## src/rtl/i2c_start_pkg.sv

```systemverilog
// Shared types for the Start-condition generator: sequencer states and
// the bit positions of the sticky flag vector (host clear pulses use them).
package i2c_start_pkg;

    typedef enum logic [2:0] {
        ST_IDLE    = 3'd0,
        ST_WAIT_T1 = 3'd1,
        ST_WAIT_T2 = 3'd2,
        ST_DONE    = 3'd3,
        ST_ABORT   = 3'd4
    } start_state_e;

    localparam int FLG_SDET = 0;
    localparam int FLG_DONE = 1;
    localparam int FLG_BCOL = 2;
    localparam int FLG_WCOL = 3;
    localparam int FLG_N    = 4;

endpackage

```

## src/rtl/i2c_line_sync.sv

```systemverilog
// Multi-flop synchronizer for the bus lines.
// Assumes STAGES >= 2. Resets to all ones, the idle level of a pulled-up bus.
module i2c_line_sync #(
    parameter int W      = 2,
    parameter int STAGES = 2
) (
    input  logic         clk,
    input  logic         rst_n,
    input  logic [W-1:0] d,
    output logic [W-1:0] q
);

    logic [STAGES-1:0][W-1:0] stg;

    // Shift the raw line levels through the flop chain.
    always_ff @(posedge clk) begin
        if (!rst_n) begin
            stg <= '1;
        end else begin
            stg[0] <= d;
            for (int i = 1; i < STAGES; i++) begin
                stg[i] <= stg[i-1];
            end
        end
    end

    assign q = stg[STAGES-1];

endmodule

```

## src/rtl/i2c_baud_cnt.sv

```systemverilog
// Reloadable baud-period down-counter. A load sets the count to the reload
// value and starts it, so one period lasts reload+1 clocks. The timeout is
// high for one cycle at count zero, after which the counter stops unless
// reloaded on that same edge. A halt stops it at once.
module i2c_baud_cnt #(
    parameter int W = 7
) (
    input  logic         clk,
    input  logic         rst_n,
    input  logic         load,
    input  logic         halt,
    input  logic [W-1:0] reload_val,
    output logic         tmo
);

    logic [W-1:0] cnt_q;
    logic         run_q;

    // Count down while running; a load has priority over everything else.
    always_ff @(posedge clk) begin
        if (!rst_n) begin
            cnt_q <= '0;
            run_q <= 1'b0;
        end else if (load) begin
            cnt_q <= reload_val;
            run_q <= 1'b1;
        end else if (halt) begin
            run_q <= 1'b0;
        end else if (run_q) begin
            if (cnt_q == '0) begin
                run_q <= 1'b0;
            end else begin
                cnt_q <= cnt_q - 1'b1;
            end
        end
    end

    assign tmo = run_q && (cnt_q == '0);

endmodule

```

## src/rtl/i2c_start_fsm.sv

```systemverilog
// Start sequencer. It checks the bus when a request arrives, times the
// released and low phases of SDA with the baud counter, and detects
// collisions while SDA is still released. Assumes scl_s/sda_s are already
// synchronized. Event outputs are combinational and take effect on the same
// edge as the matching state change.
module i2c_start_fsm
    import i2c_start_pkg::*;
(
    input  logic clk,
    input  logic rst_n,
    input  logic req,
    input  logic rel_req,
    input  logic scl_s,
    input  logic sda_s,
    input  logic tmo,
    output logic cnt_load,
    output logic cnt_halt,
    output logic ev_sda_low,
    output logic ev_done,
    output logic ev_abort,
    output logic is_idle,
    output logic is_done,
    output logic sda_oe
);

    start_state_e state_q, state_d;

    // Next-state and event decode.
    always_comb begin
        state_d    = state_q;
        cnt_load   = 1'b0;
        cnt_halt   = 1'b0;
        ev_sda_low = 1'b0;
        ev_done    = 1'b0;
        ev_abort   = 1'b0;
        unique case (state_q)
            ST_IDLE: begin
                if (req) begin
                    if (scl_s && sda_s) begin
                        state_d  = ST_WAIT_T1;
                        cnt_load = 1'b1;
                    end else begin
                        state_d  = ST_ABORT;
                        ev_abort = 1'b1;
                    end
                end
            end
            ST_WAIT_T1: begin
                if (!scl_s || (tmo && !sda_s)) begin
                    state_d  = ST_ABORT;
                    ev_abort = 1'b1;
                    cnt_halt = 1'b1;
                end else if (tmo) begin
                    state_d    = ST_WAIT_T2;
                    cnt_load   = 1'b1;
                    ev_sda_low = 1'b1;
                end
            end
            ST_WAIT_T2: begin
                if (tmo) begin
                    state_d = ST_DONE;
                    ev_done = 1'b1;
                end
            end
            ST_DONE: begin
                if (rel_req) begin
                    state_d = ST_IDLE;
                end
            end
            ST_ABORT: begin
                state_d = ST_IDLE;
            end
            default: begin
                state_d = ST_IDLE;
            end
        endcase
    end

    // State register.
    always_ff @(posedge clk) begin
        if (!rst_n) begin
            state_q <= ST_IDLE;
        end else begin
            state_q <= state_d;
        end
    end

    assign is_idle = (state_q == ST_IDLE);
    assign is_done = (state_q == ST_DONE);
    assign sda_oe  = (state_q == ST_WAIT_T2) || (state_q == ST_DONE);

endmodule

```

## src/rtl/i2c_start_regs.sv

```systemverilog
// Host-side register file: control bits, transmit buffer and sticky flags.
// While the start-enable bit is 1, control writes are dropped and buffer
// writes are refused with a write-collision flag. Hardware events set
// flags with priority over host clears.
module i2c_start_regs
    import i2c_start_pkg::*;
#(
    parameter int CTRL_W = 5,
    parameter int DATA_W = 8
) (
    input  logic              clk,
    input  logic              rst_n,
    input  logic              ctrl_wr,
    input  logic [CTRL_W-1:0] ctrl_wdata,
    input  logic              txbuf_wr,
    input  logic [DATA_W-1:0] txbuf_wdata,
    input  logic [FLG_N-1:0]  flag_clr,
    input  logic              is_idle,
    input  logic              is_done,
    input  logic              ev_sda_low,
    input  logic              ev_done,
    input  logic              ev_abort,
    output logic              req,
    output logic              rel_req,
    output logic [CTRL_W-1:0] ctrl_q,
    output logic [DATA_W-1:0] txbuf_q,
    output logic [FLG_N-1:0]  flags_q
);

    logic              busy;
    logic              ctrl_acc;
    logic [CTRL_W-1:0] ctrl_wmask;
    logic [FLG_N-1:0]  set_vec;

    assign busy     = ctrl_q[0];
    assign ctrl_acc = ctrl_wr && !busy;
    assign req      = ctrl_acc && ctrl_wdata[0] && is_idle;
    assign rel_req  = ctrl_acc && is_done;

    // Form the stored control value: start bit is only taken when idle.
    always_comb begin
        ctrl_wmask    = ctrl_wdata;
        ctrl_wmask[0] = ctrl_wdata[0] && is_idle;
    end

    // Control register; completion or abort clears the start bit last.
    always_ff @(posedge clk) begin
        if (!rst_n) begin
            ctrl_q <= '0;
        end else begin
            if (ctrl_acc) begin
                ctrl_q <= ctrl_wmask;
            end
            if (ev_done || ev_abort) begin
                ctrl_q[0] <= 1'b0;
            end
        end
    end

    // Transmit buffer, loaded only outside a running sequence.
    always_ff @(posedge clk) begin
        if (!rst_n) begin
            txbuf_q <= '0;
        end else if (txbuf_wr && !busy) begin
            txbuf_q <= txbuf_wdata;
        end
    end

    // Collect the hardware set events per flag.
    always_comb begin
        set_vec           = '0;
        set_vec[FLG_SDET] = ev_sda_low;
        set_vec[FLG_DONE] = ev_done;
        set_vec[FLG_BCOL] = ev_abort;
        set_vec[FLG_WCOL] = txbuf_wr && busy;
    end

    // Sticky flags: clear by host pulse, set wins.
    always_ff @(posedge clk) begin
        if (!rst_n) begin
            flags_q <= '0;
        end else begin
            flags_q <= (flags_q & ~flag_clr) | set_vec;
        end
    end

endmodule

```

## src/rtl/i2c_start_gen.sv

```systemverilog
// Top of the I2C master Start-condition generator. It connects the line
// synchronizer, baud counter, sequencer and host registers. Assumes the
// bus lines are external pull-ups; SDA is only ever pulled low via sda_oe.
module i2c_start_gen
    import i2c_start_pkg::*;
#(
    parameter int RELOAD_W    = 7,
    parameter int CTRL_W      = 5,
    parameter int DATA_W      = 8,
    parameter int SYNC_STAGES = 2
) (
    input  logic                clk,
    input  logic                rst_n,
    input  logic                ctrl_wr,
    input  logic [CTRL_W-1:0]   ctrl_wdata,
    input  logic [RELOAD_W-1:0] reload_val,
    input  logic                txbuf_wr,
    input  logic [DATA_W-1:0]   txbuf_wdata,
    input  logic [FLG_N-1:0]    flag_clr,
    input  logic                scl_in,
    input  logic                sda_in,
    output logic [CTRL_W-1:0]   ctrl_q,
    output logic                start_en,
    output logic [DATA_W-1:0]   txbuf_q,
    output logic                start_det,
    output logic                done_flag,
    output logic                bcol_flag,
    output logic                wcol_flag,
    output logic                sda_oe
);

    localparam int LINES = 2;

    logic [LINES-1:0] lines_raw, lines_s;
    logic             scl_s, sda_s;
    logic             tmo, cnt_load, cnt_halt;
    logic             ev_sda_low, ev_done, ev_abort;
    logic             is_idle, is_done, req, rel_req;
    logic [FLG_N-1:0] flags_q;

    assign lines_raw = {scl_in, sda_in};
    assign scl_s     = lines_s[1];
    assign sda_s     = lines_s[0];

    i2c_line_sync #(.W(LINES), .STAGES(SYNC_STAGES)) u_sync (
        .clk   (clk),
        .rst_n (rst_n),
        .d     (lines_raw),
        .q     (lines_s)
    );

    i2c_baud_cnt #(.W(RELOAD_W)) u_baud (
        .clk        (clk),
        .rst_n      (rst_n),
        .load       (cnt_load),
        .halt       (cnt_halt),
        .reload_val (reload_val),
        .tmo        (tmo)
    );

    i2c_start_fsm u_fsm (
        .clk        (clk),
        .rst_n      (rst_n),
        .req        (req),
        .rel_req    (rel_req),
        .scl_s      (scl_s),
        .sda_s      (sda_s),
        .tmo        (tmo),
        .cnt_load   (cnt_load),
        .cnt_halt   (cnt_halt),
        .ev_sda_low (ev_sda_low),
        .ev_done    (ev_done),
        .ev_abort   (ev_abort),
        .is_idle    (is_idle),
        .is_done    (is_done),
        .sda_oe     (sda_oe)
    );

    i2c_start_regs #(.CTRL_W(CTRL_W), .DATA_W(DATA_W)) u_regs (
        .clk         (clk),
        .rst_n       (rst_n),
        .ctrl_wr     (ctrl_wr),
        .ctrl_wdata  (ctrl_wdata),
        .txbuf_wr    (txbuf_wr),
        .txbuf_wdata (txbuf_wdata),
        .flag_clr    (flag_clr),
        .is_idle     (is_idle),
        .is_done     (is_done),
        .ev_sda_low  (ev_sda_low),
        .ev_done     (ev_done),
        .ev_abort    (ev_abort),
        .req         (req),
        .rel_req     (rel_req),
        .ctrl_q      (ctrl_q),
        .txbuf_q     (txbuf_q),
        .flags_q     (flags_q)
    );

    assign start_en  = ctrl_q[0];
    assign start_det = flags_q[FLG_SDET];
    assign done_flag = flags_q[FLG_DONE];
    assign bcol_flag = flags_q[FLG_BCOL];
    assign wcol_flag = flags_q[FLG_WCOL];

endmodule

```

## config.mk

```make
export PLATFORM = sky130hd
export DESIGN_NAME = i2c_start_gen
export DESIGN_NICKNAME = d
export VERILOG_FILES = /design/src/rtl/i2c_start_pkg.sv /design/src/rtl/i2c_line_sync.sv /design/src/rtl/i2c_baud_cnt.sv /design/src/rtl/i2c_start_fsm.sv /design/src/rtl/i2c_start_regs.sv /design/src/rtl/i2c_start_gen.sv
export SDC_FILE = /design/constraint.sdc
export NUM_CORES = 1
export LEC_CHECK = 0
export ABC_CLOCK_PERIOD_IN_PS = 1700
export CAP_MARGIN = 0
export CORE_UTILIZATION = 29
export CTS_CLUSTER_DIAMETER = 40
export CTS_CLUSTER_SIZE = 12
export DETAILED_ROUTE_END_ITERATION = 16
export GPL_TIMING_DRIVEN = 0
export MAX_ROUTING_LAYER = met4
export PLACE_DENSITY = 0.54
export SLEW_MARGIN = 15
export SYNTH_ARGS = -nofsm -noshare
export SYNTH_HDL_FRONTEND = slang
export SYNTH_SLANG_ARGS = --single-unit
export TNS_END_PERCENT = 50
```

## constraint.sdc

```tcl
create_clock -name clk -period 1.7 [get_ports clk]
set_input_delay 0.17 -clock clk [delete_from_list [all_inputs] [get_ports clk]]
set_output_delay 0.17 -clock clk [all_outputs]
set_load 0.05 [all_outputs]
```

==> key figures, run 1 <==
Synthesis
  – Synth top area share: 0.418
  – Main flop type after synthesis: dfxtp_1
  – Asr flop ratio synth: 0
  – Count leader, synth: dfxtp_1
  – Distinct cells, synth: 44
  – Post-synth top cells: 32 x dfxtp_1, 15 x nor2_1, 13 x a21oi_1, 13 x mux2i_1, 9 x nand2b_1
  – Synthesis warning total: 0
  – Top cell type by total area after synthesis: dfxtp_1
  – Syn Inst Count: 165
  – Mapped cell area: 0.00153 mm^2
  – Avg Inst Size Synth: 9.29 um^2
  – Post-synth EDFFs: 0
  – Top cells by area, synth: dfxtp_1 42%, mux2i_1 8.5%, a311oi_2 4.9%
  – FF+latch count, synth: 32
  – Register area share after synthesis: 0.418
  – Syn Nets: 197

Placement
  – Dpl ws: -0.410 ns
  – Gp weighted congestion: 0.803
  – Post-Place Cells: 283
  – HPWL Detailed: 2630 um
  – PortBufs: 48

STA
  – Worst Tran Pin Value: 0.685 ns
  – Setup_tns: -0.445 ns
  – Post-layout min period: 1.82 ns
  – Max-slew headroom: 0.543
  – Worst setup margin: -0.116 ns
  – Setup violators final: 7
  – Fin. Hold Viols: 0
  – Final Cycle Share: 1.07
  – RSZ-0062 raised after global routing: yes
  – Clk_skew: 0.00523 ns
  – Slew Viols, Final: 0
  – F_max: 551 MHz

Drt
  – TritonRoute pass-1 iters: 4
  – # DRC: 0
  – Starting DRT DRC Count: 31
  – Post-route ant nets: 0
  – Vias/cell: 4.69
  – Detailed-route via count: 1416
  – Final WL: 3920 um
  – Avg WL per Cell: 13.0 um

Floorplanning
  – Num rows: 26
  – Ports: 49
  – Die width: 74.7 um
  – Die Ht: 74.7 um
  – Placeable Area: 0.00511 mm^2
  – DIE AREA: 0.00558 mm^2
  – Starting density of the core: 0.300

Finish
  – Multi-input logic area: 935 um^2
  – Final Core Density: 0.482
  – Seq. cell area: 653 um^2
  – Fraction of layout cells with a size suffix above 1: 0.276
  – Syn-to-layout area delta: 60.6%
  – Fillers: 511
  – # diodes: 0
  – Finished Layout Cells: 302
  – Nets: 263

Worst setup path
  – CP Class: reg -> reg
  – Required time worst endpoint: 1.91 ns
  – CP Launch Type: flop
  – Crit Path Max Fanout: 5
  – WP data arrival: 2.03 ns
  – CP endpoint kind: flop

Clock network
  – Clk_lat worst skew: 0.28 ns
  – Clk sinks: 32
  – Clk buf depth: 2
  – Total CTS buffers: 5
  – Root Buffer: clkbuf_8
  – Max H-tree Level: 2
  – Clock-pin slew on the worst setup and hold paths: 0.07 ns
  – CTS tree: yes

Global routing
  – Initial antenna violation count: 0
  – Largest net degree at the start of global routing: 11
  – GRT overflow: 0
  – First-pass GRT wire length: 6090 um
  – Tot GR Track Use: 0.153
  – Number of global-route vias before repair: 1260

Pwr
  – Power Total: 0.00269 W
  – Max VDD drop: 511 uV
  – PwrDens: 1090 mW/mm^2
  – LEAKAGE: 0.969 nW

Run status
  – Violated checks: setup timing
  – Status: finished with violations

Min path
  – Hold Crit Class: reg -> reg

Job
  – MaxCap Viol Count: 0
routing by layer:
layer / up-vias / track usage / routed length, um
li1: 728 / - / -
met1: 664 / 0.199 / 1860
met2: 20 / 0.226 / 1910
met3: 4 / 0.0402 / 97
met4: 0 / 0.0566 / 56
met5: - / - / 0
final timing paths:
kind,slack (ns),end,cells past startpoint,start
worst max register to register,-0.12,u_baud.cnt_q[1]$_SDFFE_PN0P_,5,u_baud.cnt_q[3]$_SDFFE_PN0P_
worst min-delay path,0.41,u_sync.q[1]$_SDFF_PN1_,1,u_sync.stg[1]$_SDFF_PN1_
worst min register to register,0.41,u_sync.q[1]$_SDFF_PN1_,1,u_sync.stg[1]$_SDFF_PN1_
worst max-delay path,-0.12,u_baud.cnt_q[1]$_SDFFE_PN0P_,5,u_baud.cnt_q[3]$_SDFFE_PN0P_
where the power goes:
group / switching (W) / internal, W / leakage, nW
logic: 0.000490 / 0.000479 / 0.639
clock network: 0.000295 / 0.000517 / 0.0645
registers: 0.0000699 / 0.000836 / 0.265
area by class of cell:
type                    count  area share
inverters                   6     0.00915
repair buffers             60       0.233
flip-flops and latches     32       0.265
clock inverters             1      0.0122
well taps                  70      0.0356
multi-input cells         115       0.380
plain buffers              11      0.0259
clock buffers               7      0.0391
stage by stage:
step / hold WS [ns] / cell area [um^2]
after floorplan: 0.271 / 1540
after global placement: 0.390 / 2110
after detailed placement: 0.392 / 2110
after CTS: 0.407 / 2390
after global routing: 0.443 / 2460
final: 0.405 / 2460
sequential cells by signal, summed over array words and instances, names as in the netlist:
name / flops
u_sync.stg: 2
u_regs.txbuf_q: 8
u_baud.run_q: 1
u_baud.cnt_q: 7
u_sync.q: 2
u_regs.ctrl_q: 5
u_regs.flags_q: 4
u_fsm.state_q: 3
worst max-delay path, stage by stage (launching register included):
cell,delay (ns)
dfxtp_4,0.34
or4_4,0.54
o311ai_4,0.27
buf_6,0.17
mux2_4,0.30
o22ai_2,0.13
what timing repair did:
item | 4_1_cts | 5_1_grt
setup endpoints to repair | 13 | 14
cloned | 1 | 0
setup buffers | 7 | 4
pin swaps | 8 | 6
hold buffers | 0 | 0
gates resized for setup | 29 | 12
logic make-up (layout without fill, tap and decap cells):
logic type | count (synthesis) | count (layout) | synth area share
fa+ha+maj | 2 | 2 | 0.0163
xor+xnor | 1 | 1 | 0.00572
compound gates | 34 | 34 | 0.172
mux | 14 | 14 | 0.0922
buf+inv | 18 | 85 | 0.0539
flops | 32 | 32 | 0.418
simple gates | 64 | 64 | 0.242
placed cells by master (no fill, tap or decap), drive strengths merged, types with 4 or more instances in the layout:
master         instances
a21oi                 13
a311oi                 6
buf                   20
clkbuf                12
clkdlybuf4s50         45
dfxtp                 32
inv                    6
mux2i                 13
nand2                  8
nand2b                 9
nor2                  15
nor2b                  4
o21ai                  4
or3                    6
or4                    4
Power figures use the tool's default switching activity.
==> run 2: changes to the inputs <==
Settings changed: REMOVE_ABC_BUFFERS set to 1.
==> run 2 against run 1 <==
The flow still finishes with violations (setup timing). Maximum frequency is 1.2% lower. Count of clock-buffer cells in the layout stayed put. Clock power is 2.8% lower. Critical path type unchanged. Critical endpoint is now u_baud.cnt_q[0]$_SDFFE_PN0P_. Largest power group is now registers.
==> key figures, run 2 (synthesis gave the netlist of run 1 again) <==
Run status
  – Status: finished with violations
  – Violated checks: setup timing

Worst setup path
  – RR Endpoint: u_baud.cnt_q[0]$_SDFFE_PN0P_
  – Crit Path Max Fanout: 10
  – Reg2Reg Depth: 6
  – Reg2reg setup slack: -0.14 ns
  – Crit path cell chain: or4_4 > o311ai_4 > buf_12 > buf_4 > xnor2_1 > a211oi_2
  – CP max stage delay: 0.54 ns
  – Crit. Startpoint: u_baud.cnt_q[2]$_SDFFE_PN0P_
  – CP Class: reg -> reg
  – CP Launch Type: flop
  – Critical Path Sink: u_baud.cnt_q[0]$_SDFFE_PN0P_
  – R2r startpoint: u_baud.cnt_q[2]$_SDFFE_PN0P_
  – Critical path's slowest cell: or4_4
  – CP endpoint kind: flop
  – Required time worst endpoint: 1.90 ns
  – WP data arrival: 2.04 ns

Drt
  – Final WL: 3660 um
  – Starting DRT DRC Count: 89
  – Detailed-route via count: 1368
  – # DRC: 0
  – Post-route ant nets: 0
  – TritonRoute pass-1 iters: 4
  – Avg WL per Cell: 12.8 um
  – Vias/cell: 4.78

Finish
  – # diodes: 0
  – Fillers: 513
  – Largest registers: u_regs.txbuf_q (8), u_baud.cnt_q (7), u_regs.ctrl_q (5)
  – Max reg flops: 8
  – Fraction of layout cells with a size suffix above 1: 0.199
  – Most flops, register: u_regs.txbuf_q
  – Final Core Density: 0.454
  – Syn-to-layout area delta: 51.3%
  – Nets: 247
  – Commonest non-fill, non-tap cell in the layout: clkdlybuf4s50_1
  – Most frequent cells in the layout: 44 x clkdlybuf4s50_1, 26 x dfxtp_1, 15 x nor2_1, 13 x a21oi_1, 13 x mux2i_1

STA
  – Setup violators final: 7
  – F_max: 544 MHz
  – Hold slack: 0.355 ns
  – Fin. Hold Viols: 0
  – Slew Viols, Final: 0
  – RSZ-0062 raised after global routing: yes
  – Max-slew headroom: 0.394
  – Worst Tran Pin Value: 0.907 ns
  – Post-layout min period: 1.84 ns
  – Clk_skew: 0.00442 ns
  – Final Cycle Share: 1.08
  – Worst setup margin: -0.139 ns

Clock network
  – Number of buffers inserted by hold repair at cts: 0
  – Root Buffer: clkbuf_8
  – CTS tree: yes
  – Clk_lat worst skew: 0.28 ns
  – Clk sinks: 32
  – Clock-pin slew on the worst setup and hold paths: 0.07 ns
  – Total CTS buffers: 5
  – Max H-tree Level: 2
  – Clk buf depth: 2

Global routing
  – Largest net degree at the start of global routing: 13
  – First-pass GRT wire length: 5650 um
  – Initial antenna violation count: 0
  – GRT overflow: 0
  – Number of global-route vias before repair: 1227
  – Tot GR Track Use: 0.138

Placement
  – HPWL Detailed: 2370 um
  – Dpl ws: -0.545 ns
  – PortBufs: 48
  – Gp weighted congestion: 0.797

Pwr
  – Max VDD drop: 567 uV
  – Cell-internal power: 0.00174 W
  – Switch share: 0.314
  – PwrDens: 1090 mW/mm^2
  – Combinational Power Share: 0.323
  – LEAKAGE: 0.893 nW
  – Switching pwr: 0.000796 W
  – Clock network power share: 0.311
  – Flop pwr share: 0.365

Floorplanning
  – Placeable Area: 0.00511 mm^2
  – Num rows: 26
  – Starting density of the core: 0.300
  – Die width: 74.7 um
  – Ports: 49
  – DIE AREA: 0.00558 mm^2
  – Die Ht: 74.7 um

Job
  – MaxCap Viol Count: 0

Min path
  – Hold Crit Class: in -> reg
## run 2: changes by cell type in the layout (fill, tap and decap cells not counted), moves of 2 or more
cell           before  now
dlygate4sd2_1       0    3
inv_1               3    5
buf_6               4    0
buf_4              12    5
buf_2               3    0
clkbuf_1            4    0
inv_2               3    0
## run 2: area by class of cell
cell class	count	area, um^2	share of cell area
clock buffers	7	96.3	0.0415
clock inverters	1	30.0	0.0129
inverters	6	26.3	0.0113
multi-input cells	115	885	0.381
flip-flops and latches	32	653	0.282
well taps	70	87.6	0.0378
repair buffers	54	537	0.231
repair inverters	1	5.00	0.00216
## run 2: worst min-delay path by stage
stage / startpoint / endpoint / slack (ns) / cells after the start
final: rst_n / u_sync.stg[0]$_SDFF_PN1_ / 0.35 / 2
after global routing: rst_n / u_sync.stg[0]$_SDFF_PN1_ / 0.38 / 2
after CTS: u_sync.stg[1]$_SDFF_PN1_ / u_sync.q[1]$_SDFF_PN1_ / 0.41 / 1
after detailed placement: u_sync.stg[1]$_SDFF_PN1_ / u_sync.q[1]$_SDFF_PN1_ / 0.39 / 1
after global placement: u_sync.stg[0]$_SDFF_PN1_ / u_sync.q[0]$_SDFF_PN1_ / 0.39 / 1
after floorplan: rst_n / u_sync.q[0]$_SDFF_PN1_ / 0.24 / 1
## run 2: repair_timing
item	in CTS	in global routing
buffers inserted	3	3
gates cloned	1	0
gates resized for setup	16	12
pin swaps	2	5
endpoints found under the setup margin	15	12
## run 2: layer usage
layer,vias to the layer above,global-route usage,share of wire
li1,686,-,-
met1,639,0.176,0.45
met2,41,0.218,0.48
met3,2,0.0348,0.066
met4,0,0.0377,0.0055
met5,-,-,0
## run 2: power groups by stage
stage	logic (W)	registers, W	clock network [W]
after floorplan	0.000389	0.00101	0
after global placement	0.000694	0.000927	0
after detailed placement	0.000700	0.000924	0
after CTS	0.000769	0.000923	0.000805
after global routing	0.000897	0.000941	0.000842
final	0.000819	0.000926	0.000789
## run 2: critical path: cells and delay by family, from the launching register on
| kind | cells | cell delay, ns |
|---|---|---|
| buffers and inverters | 2 | 0.28 |
| DFF | 1 | 0.36 |
| xor gates and xnor gates | 1 | 0.06 |
| and+or+nand+nor | 1 | 0.54 |
| AOI/OAI and AO/OA | 2 | 0.53 |
## run 2: per-stage QoR
step	setup TNS, ns	total power (W)	instance area, um^2	std cells
floorplan	-4.65	0.00140	1470	153
global placement	-6.30	0.00162	2040	271
detailed placement	-6.50	0.00162	2040	271
CTS	-0.765	0.00250	2260	283
global route	-1.28	0.00268	2320	286
finish	-0.640	0.00253	2320	286
